**config.mk**
```make
export PLATFORM = sky130hd
export DESIGN_NAME = edac_sram_front
export DESIGN_NICKNAME = d
export VERILOG_FILES = /design/src/rtl/edac_front_pkg.sv /design/src/rtl/edac_front_ctrl.sv /design/src/rtl/edac_front_data.sv /design/src/rtl/edac_sram_front.sv
export SDC_FILE = /design/constraint.sdc
export NUM_CORES = 1
export LEC_CHECK = 0
export BUFFER_PORTS_ARGS = -buffer_cell sky130_fd_sc_hd__buf_2
export CAP_MARGIN = 30
export CORE_MARGIN = 4
export CORE_UTILIZATION = 45
export DETAILED_ROUTE_END_ITERATION = 10
export PLACE_DENSITY = 0.62
export SYNTH_ARGS = -nofsm -noshare
export SYNTH_HDL_FRONTEND = slang
export SYNTH_SLANG_ARGS = --single-unit
```
**constraint.sdc**
```tcl
create_clock -name clk -period 1.7 [get_ports clk]
set_input_delay 0.085 -clock clk [delete_from_list [all_inputs] [get_ports clk]]
set_output_delay 0.085 -clock clk [all_outputs]
set_load 0.05 [all_outputs]
```
**src/rtl/edac_front_pkg.sv**
```systemverilog
package edac_front_pkg;

  typedef enum logic [2:0] {
    MODE_IDLE_NOSCRUB = 3'd0,
    MODE_IDLE_SCRUB   = 3'd1,
    MODE_READ         = 3'd2,
    MODE_WRITE        = 3'd3,
    MODE_SEL_HOLD     = 3'd4
  } devMode_t;

  typedef struct packed {
    logic readEn;
    logic writeEn;
    logic commit;
  } dpStrobe_t;

  function automatic devMode_t decodeMode(input logic csN, input logic cs,
                                          input logic weN, input logic oeN);
    if (csN)       return MODE_IDLE_NOSCRUB;
    else if (!cs)  return MODE_IDLE_SCRUB;
    else if (!weN) return MODE_WRITE;
    else if (!oeN) return MODE_READ;
    else           return MODE_SEL_HOLD;
  endfunction

endpackage

```
**src/rtl/edac_front_ctrl.sv**
```systemverilog
module edac_front_ctrl
  import edac_front_pkg::*;
(
  input  logic      clk,
  input  logic      rstN,
  input  logic      chipSelN,
  input  logic      chipSel,
  input  logic      writeN,
  input  logic      outEnN,
  input  logic      errInject,
  output devMode_t  modeNow,
  output dpStrobe_t strobe,
  output logic      mbeValue,
  output logic      mbeOe
);

  logic     csNQ, csQ, weNQ, oeNQ, injQ;
  devMode_t prevMode;
  logic     writeLast;
  logic     injArm;
  logic     errFlag;
  logic     readEn, writeEn, oeRead;

  assign modeNow = decodeMode(csNQ, csQ, weNQ, oeNQ);
  assign readEn  = (modeNow == MODE_READ);
  assign writeEn = (modeNow == MODE_WRITE);
  // a read counts as output-enable controlled only when entered from the selected hold state
  assign oeRead  = readEn && (prevMode == MODE_SEL_HOLD);

  assign strobe.readEn  = readEn;
  assign strobe.writeEn = writeEn;
  assign strobe.commit  = writeLast && !writeEn;

  assign mbeOe    = !csNQ && !oeNQ;
  assign mbeValue = mbeOe && errFlag;

  always_ff @(posedge clk) begin
    if (!rstN) begin
      csNQ      <= 1'b1;
      csQ       <= 1'b0;
      weNQ      <= 1'b1;
      oeNQ      <= 1'b1;
      injQ      <= 1'b0;
      prevMode  <= MODE_IDLE_NOSCRUB;
      writeLast <= 1'b0;
      injArm    <= 1'b0;
      errFlag   <= 1'b0;
    end else begin
      csNQ      <= chipSelN;
      csQ       <= chipSel;
      weNQ      <= writeN;
      oeNQ      <= outEnN;
      injQ      <= errInject;
      prevMode  <= modeNow;
      writeLast <= writeEn;
      injArm    <= (injArm && !readEn) || injQ;
      if (readEn && injArm)
        errFlag <= 1'b1;
      else if (oeRead)
        errFlag <= 1'b0;
    end
  end

endmodule

```
**src/rtl/edac_front_data.sv**
```systemverilog
module edac_front_data
  import edac_front_pkg::*;
#(
  parameter int ADDR_W = 19,
  parameter int DATA_W = 32,
  parameter int IDX_W  = 4
) (
  input  logic              clk,
  input  logic              rstN,
  input  logic [ADDR_W-1:0] addr,
  input  logic [DATA_W-1:0] dataIn,
  input  dpStrobe_t         strobe,
  output logic [DATA_W-1:0] dataOut
);

  localparam int DEPTH = 1 << IDX_W;

  logic [IDX_W-1:0]  idxQ;
  logic [DATA_W-1:0] dataQ;
  logic [IDX_W-1:0]  pendIdx;
  logic [DATA_W-1:0] pendData;
  logic [DATA_W-1:0] wordBus [DEPTH];
  logic              unusedAddrBits;

  assign unusedAddrBits = ^addr[ADDR_W-1:IDX_W];

  always_ff @(posedge clk) begin
    if (!rstN) begin
      idxQ     <= '0;
      dataQ    <= '0;
      pendIdx  <= '0;
      pendData <= '0;
    end else begin
      idxQ  <= addr[IDX_W-1:0];
      dataQ <= dataIn;
      if (strobe.writeEn) begin
        pendIdx  <= idxQ;
        pendData <= dataQ;
      end
    end
  end

  for (genvar w = 0; w < DEPTH; w++) begin : gWord
    logic [DATA_W-1:0] word;
    always_ff @(posedge clk) begin
      if (!rstN)
        word <= '0;
      else if (strobe.commit && (pendIdx == IDX_W'(w)))
        word <= pendData;
    end
    assign wordBus[w] = word;
  end

  assign dataOut = strobe.readEn ? wordBus[idxQ] : '0;

endmodule

```
**src/rtl/edac_sram_front.sv**
```systemverilog
module edac_sram_front
  import edac_front_pkg::*;
#(
  parameter int ADDR_W = 19,
  parameter int DATA_W = 32,
  parameter int IDX_W  = 4
) (
  input  logic              clk,
  input  logic              rstN,
  input  logic              chipSelN,
  input  logic              chipSel,
  input  logic              writeN,
  input  logic              outEnN,
  input  logic [ADDR_W-1:0] addr,
  input  logic [DATA_W-1:0] dataIn,
  input  logic              errInject,
  output logic [2:0]        mode,
  output logic [DATA_W-1:0] dataOut,
  output logic              dataOe,
  output logic              mbeValue,
  output logic              mbeOe
);

  devMode_t  modeNow;
  dpStrobe_t strobe;

  edac_front_ctrl u_ctrl (
    .clk      (clk),
    .rstN     (rstN),
    .chipSelN (chipSelN),
    .chipSel  (chipSel),
    .writeN   (writeN),
    .outEnN   (outEnN),
    .errInject(errInject),
    .modeNow  (modeNow),
    .strobe   (strobe),
    .mbeValue (mbeValue),
    .mbeOe    (mbeOe)
  );

  edac_front_data #(
    .ADDR_W(ADDR_W),
    .DATA_W(DATA_W),
    .IDX_W (IDX_W)
  ) u_data (
    .clk    (clk),
    .rstN   (rstN),
    .addr   (addr),
    .dataIn (dataIn),
    .strobe (strobe),
    .dataOut(dataOut)
  );

  assign mode   = modeNow;
  assign dataOe = strobe.readEn;

endmodule

```
==> impl_metrics.py, run 1 <==
metrics = {
    "place": {
        "place_hpwl_um": 41800,
        "io_buffers": 80,
        "dp_cells": 3112,
        "place.gp.congestion": 0.786,
    },
    "synth": {
        "synthTopCellsByArea": "dfxtp_1 46%, mux2i_1 20%, mux4_2 11%, nand2_1 8.9%, buf_6 2.5%",
        "synth_common_cells": "617 x nand2_1, 595 x dfxtp_1, 512 x mux2i_1",
        "synth_edf_count": 0,
        "yosys.area.top_type": "dfxtp_1",
        "synth-seq-area-share_pct": 45.7,
        "synth-seq-cells": 595,
        "yosysMostFrequentCell": "nand2_1",
        "syn_area_um2": 26100,
        "synth_nets": 2424,
        "synth.distinct_cells": 36,
        "yosysTopAreaCellShare_pct": 45.7,
        "synth_flop_cell": "dfxtp_1",
        "synthCells": 2366,
        "ys_warn_count": 0,
        "async_flop_share_pct": 0,
        "synth_area_per_cell_um2": 11.0,
    },
    "clock_tree": {
        "cts_tree": "yes",
        "insertion_delay_ns": 0.63,
        "clkTransAtPathRegs_ns": 0.06,
        "cts_root_buf": "clkbuf_16",
        "cts_buffers": 61,
        "cts.sinks": 595,
        "htreeDepth": 2,
        "cts_max_path_buffers": 3,
    },
    "die": {
        "start_util_pct": 45.9,
        "die_w_um": 249,
        "core_area_um2": 56800,
        "io_pins": 96,
        "rows": 87,
        "die_y_um": 249,
        "die_area_um2": 61800,
    },
    "global_routing": {
        "grt_pass1_wl_um": 110000,
        "grt_pass1_vias": 18500,
        "grt_overflow_total": 0,
        "antenna_found_initial": 0,
        "grt_max_degree": 60,
        "track_usage_pct": 22.2,
    },
    "cells_and_area": {
        "drive_above_1_share_pct": 21.5,
        "antennaDiodeCount": 0,
        "fin_cells": 3345,
        "post-route-util_pct": 56.4,
        "num-fill-cells": 4719,
        "nets": 2596,
        "syn_to_final_growth_pct": 23.0,
    },
    "route": {
        "ant_nets": 0,
        "routed-via-count": 18700,
        "detail_route.first_pass.iterations": 5,
        "totalWireLength_um": 72500,
        "avgRoutedWirePerCell_um": 21.7,
        "via_per_inst": 5.59,
        "route.detailed.drc": 0,
        "initialDrtViolationCount": 1479,
    },
    "worst_setup_path": {
        "max_stage_delay_ns": 0.50,
        "path_buf_inv": 3,
        "crit_path_start_kind": "flop",
        "required_ns": 1.62,
        "end_kind": "primary output",
        "cpMostUsedCell": "buf_12",
        "worst_ep_arrival_time_ns": 2.49,
        "path_delay_family": "buffers and inverters",
        "crit_type": "reg2out",
        "crit_slowest_cell": "mux4_2",
        "cp_max_fo": 9,
        "crit_chain": "buf_12 -> buf_12 -> mux4_2 -> nand4b_1 -> nand4_1 -> buf_6",
    },
    "min_path": {
        "hold_class": "in2reg",
    },
    "power": {
        "p_total_mw": 29.5,
        "power.density_nw_per_um2": 920,
        "peakVddDrop_mv": 0.770,
        "leakage_nw": 11.8,
    },
    "sta": {
        "skew_ns": 0.0166,
        "post-route-period-util_pct": 152,
        "setup_ws_ns": -0.876,
        "fin_crit_ns": 2.58,
        "worst_pin_slew_ns": 0.815,
        "max_freq_mhz": 388,
        "final.setup.tns_ns": -109.81,
        "max_slew_margin_pct": 45.5,
        "setup_violations": 438,
        "final-max-slew-violation-count": 0,
        "rsz0062_at_grt": "true",
        "hold_viol": 0,
    },
    "status": {
        "violations": "setup timing",
        "status": "complete, but fails checks",
    },
    "flow_run": {
        "cap_violations": 0,
    },
}
## placed cells by master, fill, tap and decap left out, drive strengths merged, types with 30 or more instances in the layout
cell,synthesis,final
a21boi,36,36
mux2i,512,512
dfxtp,595,595
mux4,128,128
dlygate4sd3,0,49
and2,43,43
nand4b,64,64
nand2,617,617
clkbuf,137,103
nand4,65,65
nand4bb,30,30
buf,97,285
## metal layers
| layer | up-vias | routed length [um] | track usage (%) |
|---|---|---|---|
| met5 | - | 0 | 0 |
| met4 | 0 | 1700 | 5.83 |
| met1 | 9375 | 32600 | 30.7 |
| li1 | 8667 | - | - |
| met3 | 104 | 3990 | 3.46 |
| met2 | 556 | 34300 | 36.7 |
## final cells by class
type / count / area (um^2) / share of cell area, %
flip-flops and latches: 595 / 11900 / 37.2
well taps: 756 / 946 / 2.95
repair buffers: 343 / 4330 / 13.5
clock inverters: 20 / 280 / 0.874
multi-input cells: 1536 / 12700 / 39.6
clock buffers: 94 / 1890 / 5.90
inverters: 1 / 3.75 / 0.0117
## power by group
part           leakage (nW)  internal (mW)  total (mW)  switching [mW]
Clock                  1.07           8.55        14.2            5.69
Combinational          5.89          0.595        1.22           0.621
Sequential             4.80           14.0        14.0          0.0497
Total                  11.8           23.1        29.5            6.36
## through the flow
stage                     hold WS (ns)  area [um^2]  worst slack [ns]
after floorplan                  0.186        26200            -0.255
after global placement           0.266        27800            -0.253
after detailed placement         0.269        27800            -0.261
after CTS                        0.162        31900            -0.900
after global routing             0.181        32100            -0.942
final                            0.188        32100            -0.876
## logic make-up after synthesis
family          synth area share (%)
mux                             30.7
compound gates                  1.16
simple gates                    16.7
buf+inv                         5.69
flops                           45.7
## path summary, 6_finish.rpt
| kind | start | end | slack, ns | depth (start not counted) |
|---|---|---|---|---|
| setup / recovery | u_data.idxQ[0]$_SDFF_PN0_ | dataOut[28] | -0.88 | 6 |
| hold / removal | addr[3] | u_data.idxQ[3]$_SDFF_PN0_ | 0.19 | 3 |
| setup reg to reg | u_ctrl.csQ$_SDFF_PN0_ | u_data.gWord[9].word[19]$_SDFFE_PN0P_ | -0.36 | 10 |
| hold reg to reg | u_data.dataQ[5]$_SDFF_PN0_ | u_data.pendData[5]$_SDFFE_PN0P_ | 0.43 | 2 |
## sequential cells by signal, summed over array words and instances (netlist names)
name               cells
u_data.gWord.word    512
u_data.dataQ          32
u_data.pendData       32
u_data.idxQ            4
u_data.pendIdx         4
u_ctrl.prevMode        3
u_ctrl.csNQ            1
u_ctrl.csQ             1
u_ctrl.errFlag         1
u_ctrl.injArm          1
u_ctrl.injQ            1
u_ctrl.oeNQ            1
u_ctrl.weNQ            1
u_ctrl.writeLast       1
## what timing repair did
action                                  4_1_cts  5_1_grt
endpoints found under the setup margin      235      477
cloned                                       20        8
hold buffers                                 49        0
buffers inserted                             39       13
pin swaps                                    41       20
resized for setup                           145       10
hold endpoints to repair                     61        0
## worst reg2reg max path: cells and delay by family (launching register included)
family,cells,cell delay (ns)
buffers and inverters,7,0.93
AND/OR/NAND/NOR,2,0.53
flip-flops,1,0.33
multiplexers,1,0.11
No activity file was read; power rests on OpenSTA's default activity.
==> inputs of run 2 (changes only) <==
--- a/config.mk
+++ b/config.mk
@@ -11,6 +11,7 @@
 export CORE_UTILIZATION = 45
 export DETAILED_ROUTE_END_ITERATION = 10
 export PLACE_DENSITY = 0.62
+export SKIP_LAST_GASP = 1
 export SYNTH_ARGS = -nofsm -noshare
 export SYNTH_HDL_FRONTEND = slang
 export SYNTH_SLANG_ARGS = --single-unit
==> run 2 against run 1 <==
Net effect:
- the run still ends with setup timing left
- via count up 1.5%
- utilization up 1.0 points
- routed wire length up 5.5%
- clock skew about the same
- maximum frequency down 0.17%
- flip-flop and latch count unchanged
- non-clock buffer count up 28
- die area unchanged
- cell area up 1.9%
- first-iteration DRC count up 0.61%
- final cell count up 0.84%
==> impl_metrics.py, run 2 (same netlist as run 1, synthesis figures left out) <==
metrics = {
    "status": {
        "status": "complete, but fails checks",
        "violations": "setup timing",
    },
    "power": {
        "sw_frac_of_total_pct": 21.6,
        "power.internal_mw": 23.2,
        "leakage_nw": 12.0,
        "power.density_nw_per_um2": 904,
        "p_comb_share_pct": 4.2,
        "power_frac_seq_pct": 47.6,
        "peakVddDrop_mv": 0.768,
        "power_switching_mw": 6.37,
        "power_frac_clock_pct": 48.2,
    },
    "sta": {
        "setup_violations": 533,
        "hold_viol": 0,
        "skew_ns": 0.0164,
        "worst_pin_slew_ns": 0.876,
        "fin_crit_ns": 2.58,
        "max_slew_margin_pct": 41.5,
        "setup_ws_ns": -0.880,
        "post-route-period-util_pct": 152,
        "rsz0062_at_grt": "true",
        "max_freq_mhz": 388,
        "final-max-slew-violation-count": 0,
    },
    "clock_tree": {
        "cts_root_buf": "clkbuf_16",
        "cts.sinks": 595,
        "insertion_delay_ns": 0.63,
        "cts_max_path_buffers": 3,
        "cts_buffers": 61,
        "cts_tree": "yes",
        "clkTransAtPathRegs_ns": 0.06,
        "htreeDepth": 2,
    },
    "cells_and_area": {
        "top_regs": "u_data.gWord.word x512, u_data.dataQ x32, u_data.pendData x32",
        "syn_to_final_growth_pct": 25.3,
        "nets": 2624,
        "drive_above_1_share_pct": 22.5,
        "final_cell_mix": "617 x nand2_1, 587 x dfxtp_1, 508 x mux2i_1, 128 x mux4_2, 87 x clkbuf_16",
        "largest_reg_flops": 512,
        "num-fill-cells": 4644,
        "final_common_cell": "nand2_1",
        "post-route-util_pct": 57.5,
        "regMostFlops": "u_data.gWord.word",
        "antennaDiodeCount": 0,
        "fin_area_um2": 32700,
    },
    "die": {
        "rows": 87,
        "core_area_um2": 56800,
        "io_pins": 96,
        "die_w_um": 249,
        "die_area_um2": 61800,
        "die_y_um": 249,
        "start_util_pct": 45.9,
    },
    "min_path": {
        "holdPathStages": 3,
        "hold_class": "in2reg",
    },
    "place": {
        "place.gp.congestion": 0.786,
        "place_hpwl_um": 41800,
        "placed_area_um2": 27800,
        "io_buffers": 80,
    },
    "worst_setup_path": {
        "required_ns": 1.62,
        "crit_path_start_kind": "flop",
        "cp_max_fo": 9,
        "crit_slowest_cell": "mux4_2",
        "r2r_cells": 9,
        "crit_chain": "buf_12 -> buf_12 -> mux4_2 -> nand4b_1 -> nand4_1 -> buf_6",
        "end_kind": "primary output",
        "max_stage_delay_ns": 0.50,
        "worst_ep_arrival_time_ns": 2.50,
        "crit_type": "reg2out",
        "cpMostUsedCell": "buf_12",
    },
    "route": {
        "wl_met1_um": 33800,
        "wl_met3_um": 4650,
        "route.detailed.drc": 0,
        "routed-via-count": 19000,
        "avgRoutedWirePerCell_um": 22.7,
        "initialDrtViolationCount": 1488,
        "dr.max_layer_used": "met4",
        "totalWireLength_um": 76500,
        "ant_nets": 0,
        "met2_length_um": 36300,
        "detail_route.first_pass.iterations": 5,
        "via_per_inst": 5.63,
    },
    "global_routing": {
        "grt_max_degree": 60,
        "track_usage_pct": 22.2,
        "grt_pass1_wl_um": 110000,
        "grt_overflow_total": 0,
        "grt_pass1_vias": 18500,
        "antenna_found_initial": 0,
    },
    "flow_run": {
        "cap_violations": 0,
    },
}
==> run 2: changes by cell type in the layout (fill, tap and decap cells not counted), sizes merged <==
cell,previous run,this run
clkbuf,103,120
buf,285,296
==> run 2: worst paths after layout <==
check                             startpoint                                     to  slack, ns
setup / recovery   u_data.idxQ[0]$_SDFF_PN0_                            dataOut[28]      -0.88
hold / removal                       addr[3]              u_data.idxQ[3]$_SDFF_PN0_       0.19
setup reg to reg       u_ctrl.csQ$_SDFF_PN0_  u_data.gWord[3].word[20]$_SDFFE_PN0P_      -0.31
hold reg to reg   u_data.dataQ[2]$_SDFF_PN0_        u_data.pendData[2]$_SDFFE_PN0P_       0.43
==> run 2: power by group through the flow <==
stage,registers (mW),logic [mW],clock network (mW)
5_1_grt,14.0,1.32,15.0
6_report,14.0,1.23,14.2
3_3_place_gp,14.4,1.03,0
3_5_place_dp,14.4,1.05,0
2_1_floorplan,14.3,0.694,0
4_1_cts,14.0,1.22,14.5
==> run 2: through the flow <==
step / hold slack, ns / setup TNS (ns) / instances / setup slack (ns) / power [mW]
floorplan: 0.186 / -7.95 / 2366 / -0.255 / 15.0
global placement: 0.266 / -14.42 / 3112 / -0.253 / 15.4
detailed placement: 0.269 / -16.71 / 3112 / -0.261 / 15.4
CTS: 0.162 / -90.92 / 3333 / -0.906 / 29.7
global route: 0.182 / -133.08 / 3373 / -0.952 / 30.4
finish: 0.186 / -112.09 / 3373 / -0.880 / 29.5
==> run 2: what timing repair did <==
item,4_1_cts,5_1_grt
cloned,20,29
pin swaps,31,22
setup buffers,39,35
hold endpoints to repair,61,0
hold buffers,49,0
setup endpoints to repair,235,478
gates resized for setup,117,94
==> run 2: critical path: cells and delay by family, from the launching register on <==
family	cells	cell delay, ns
DFF	1	0.45
and+or+nand+nor	2	0.33
buffers and inverters	3	0.56
muxes	1	0.50
==> run 2: routing by layer <==
metal | track usage, % | vias to the layer above
met4 | 6.09 | 0
met3 | 3.46 | 103
met1 | 30.8 | 9553
met2 | 36.4 | 605
li1 | - | 8713
met5 | 0 | -
==> run 2: final cells by class <==
cell class                 instances  area, um^2  area share (%)
multi-input combinational       1536       12700            38.9
tap                              756         946            2.90
clock inverter                    20         280           0.858
timing repair buffer             371        4880            15.0
clock buffer                      94        1890            5.79
sequential                       595       11900            36.5
inverter                           1        3.75          0.0115
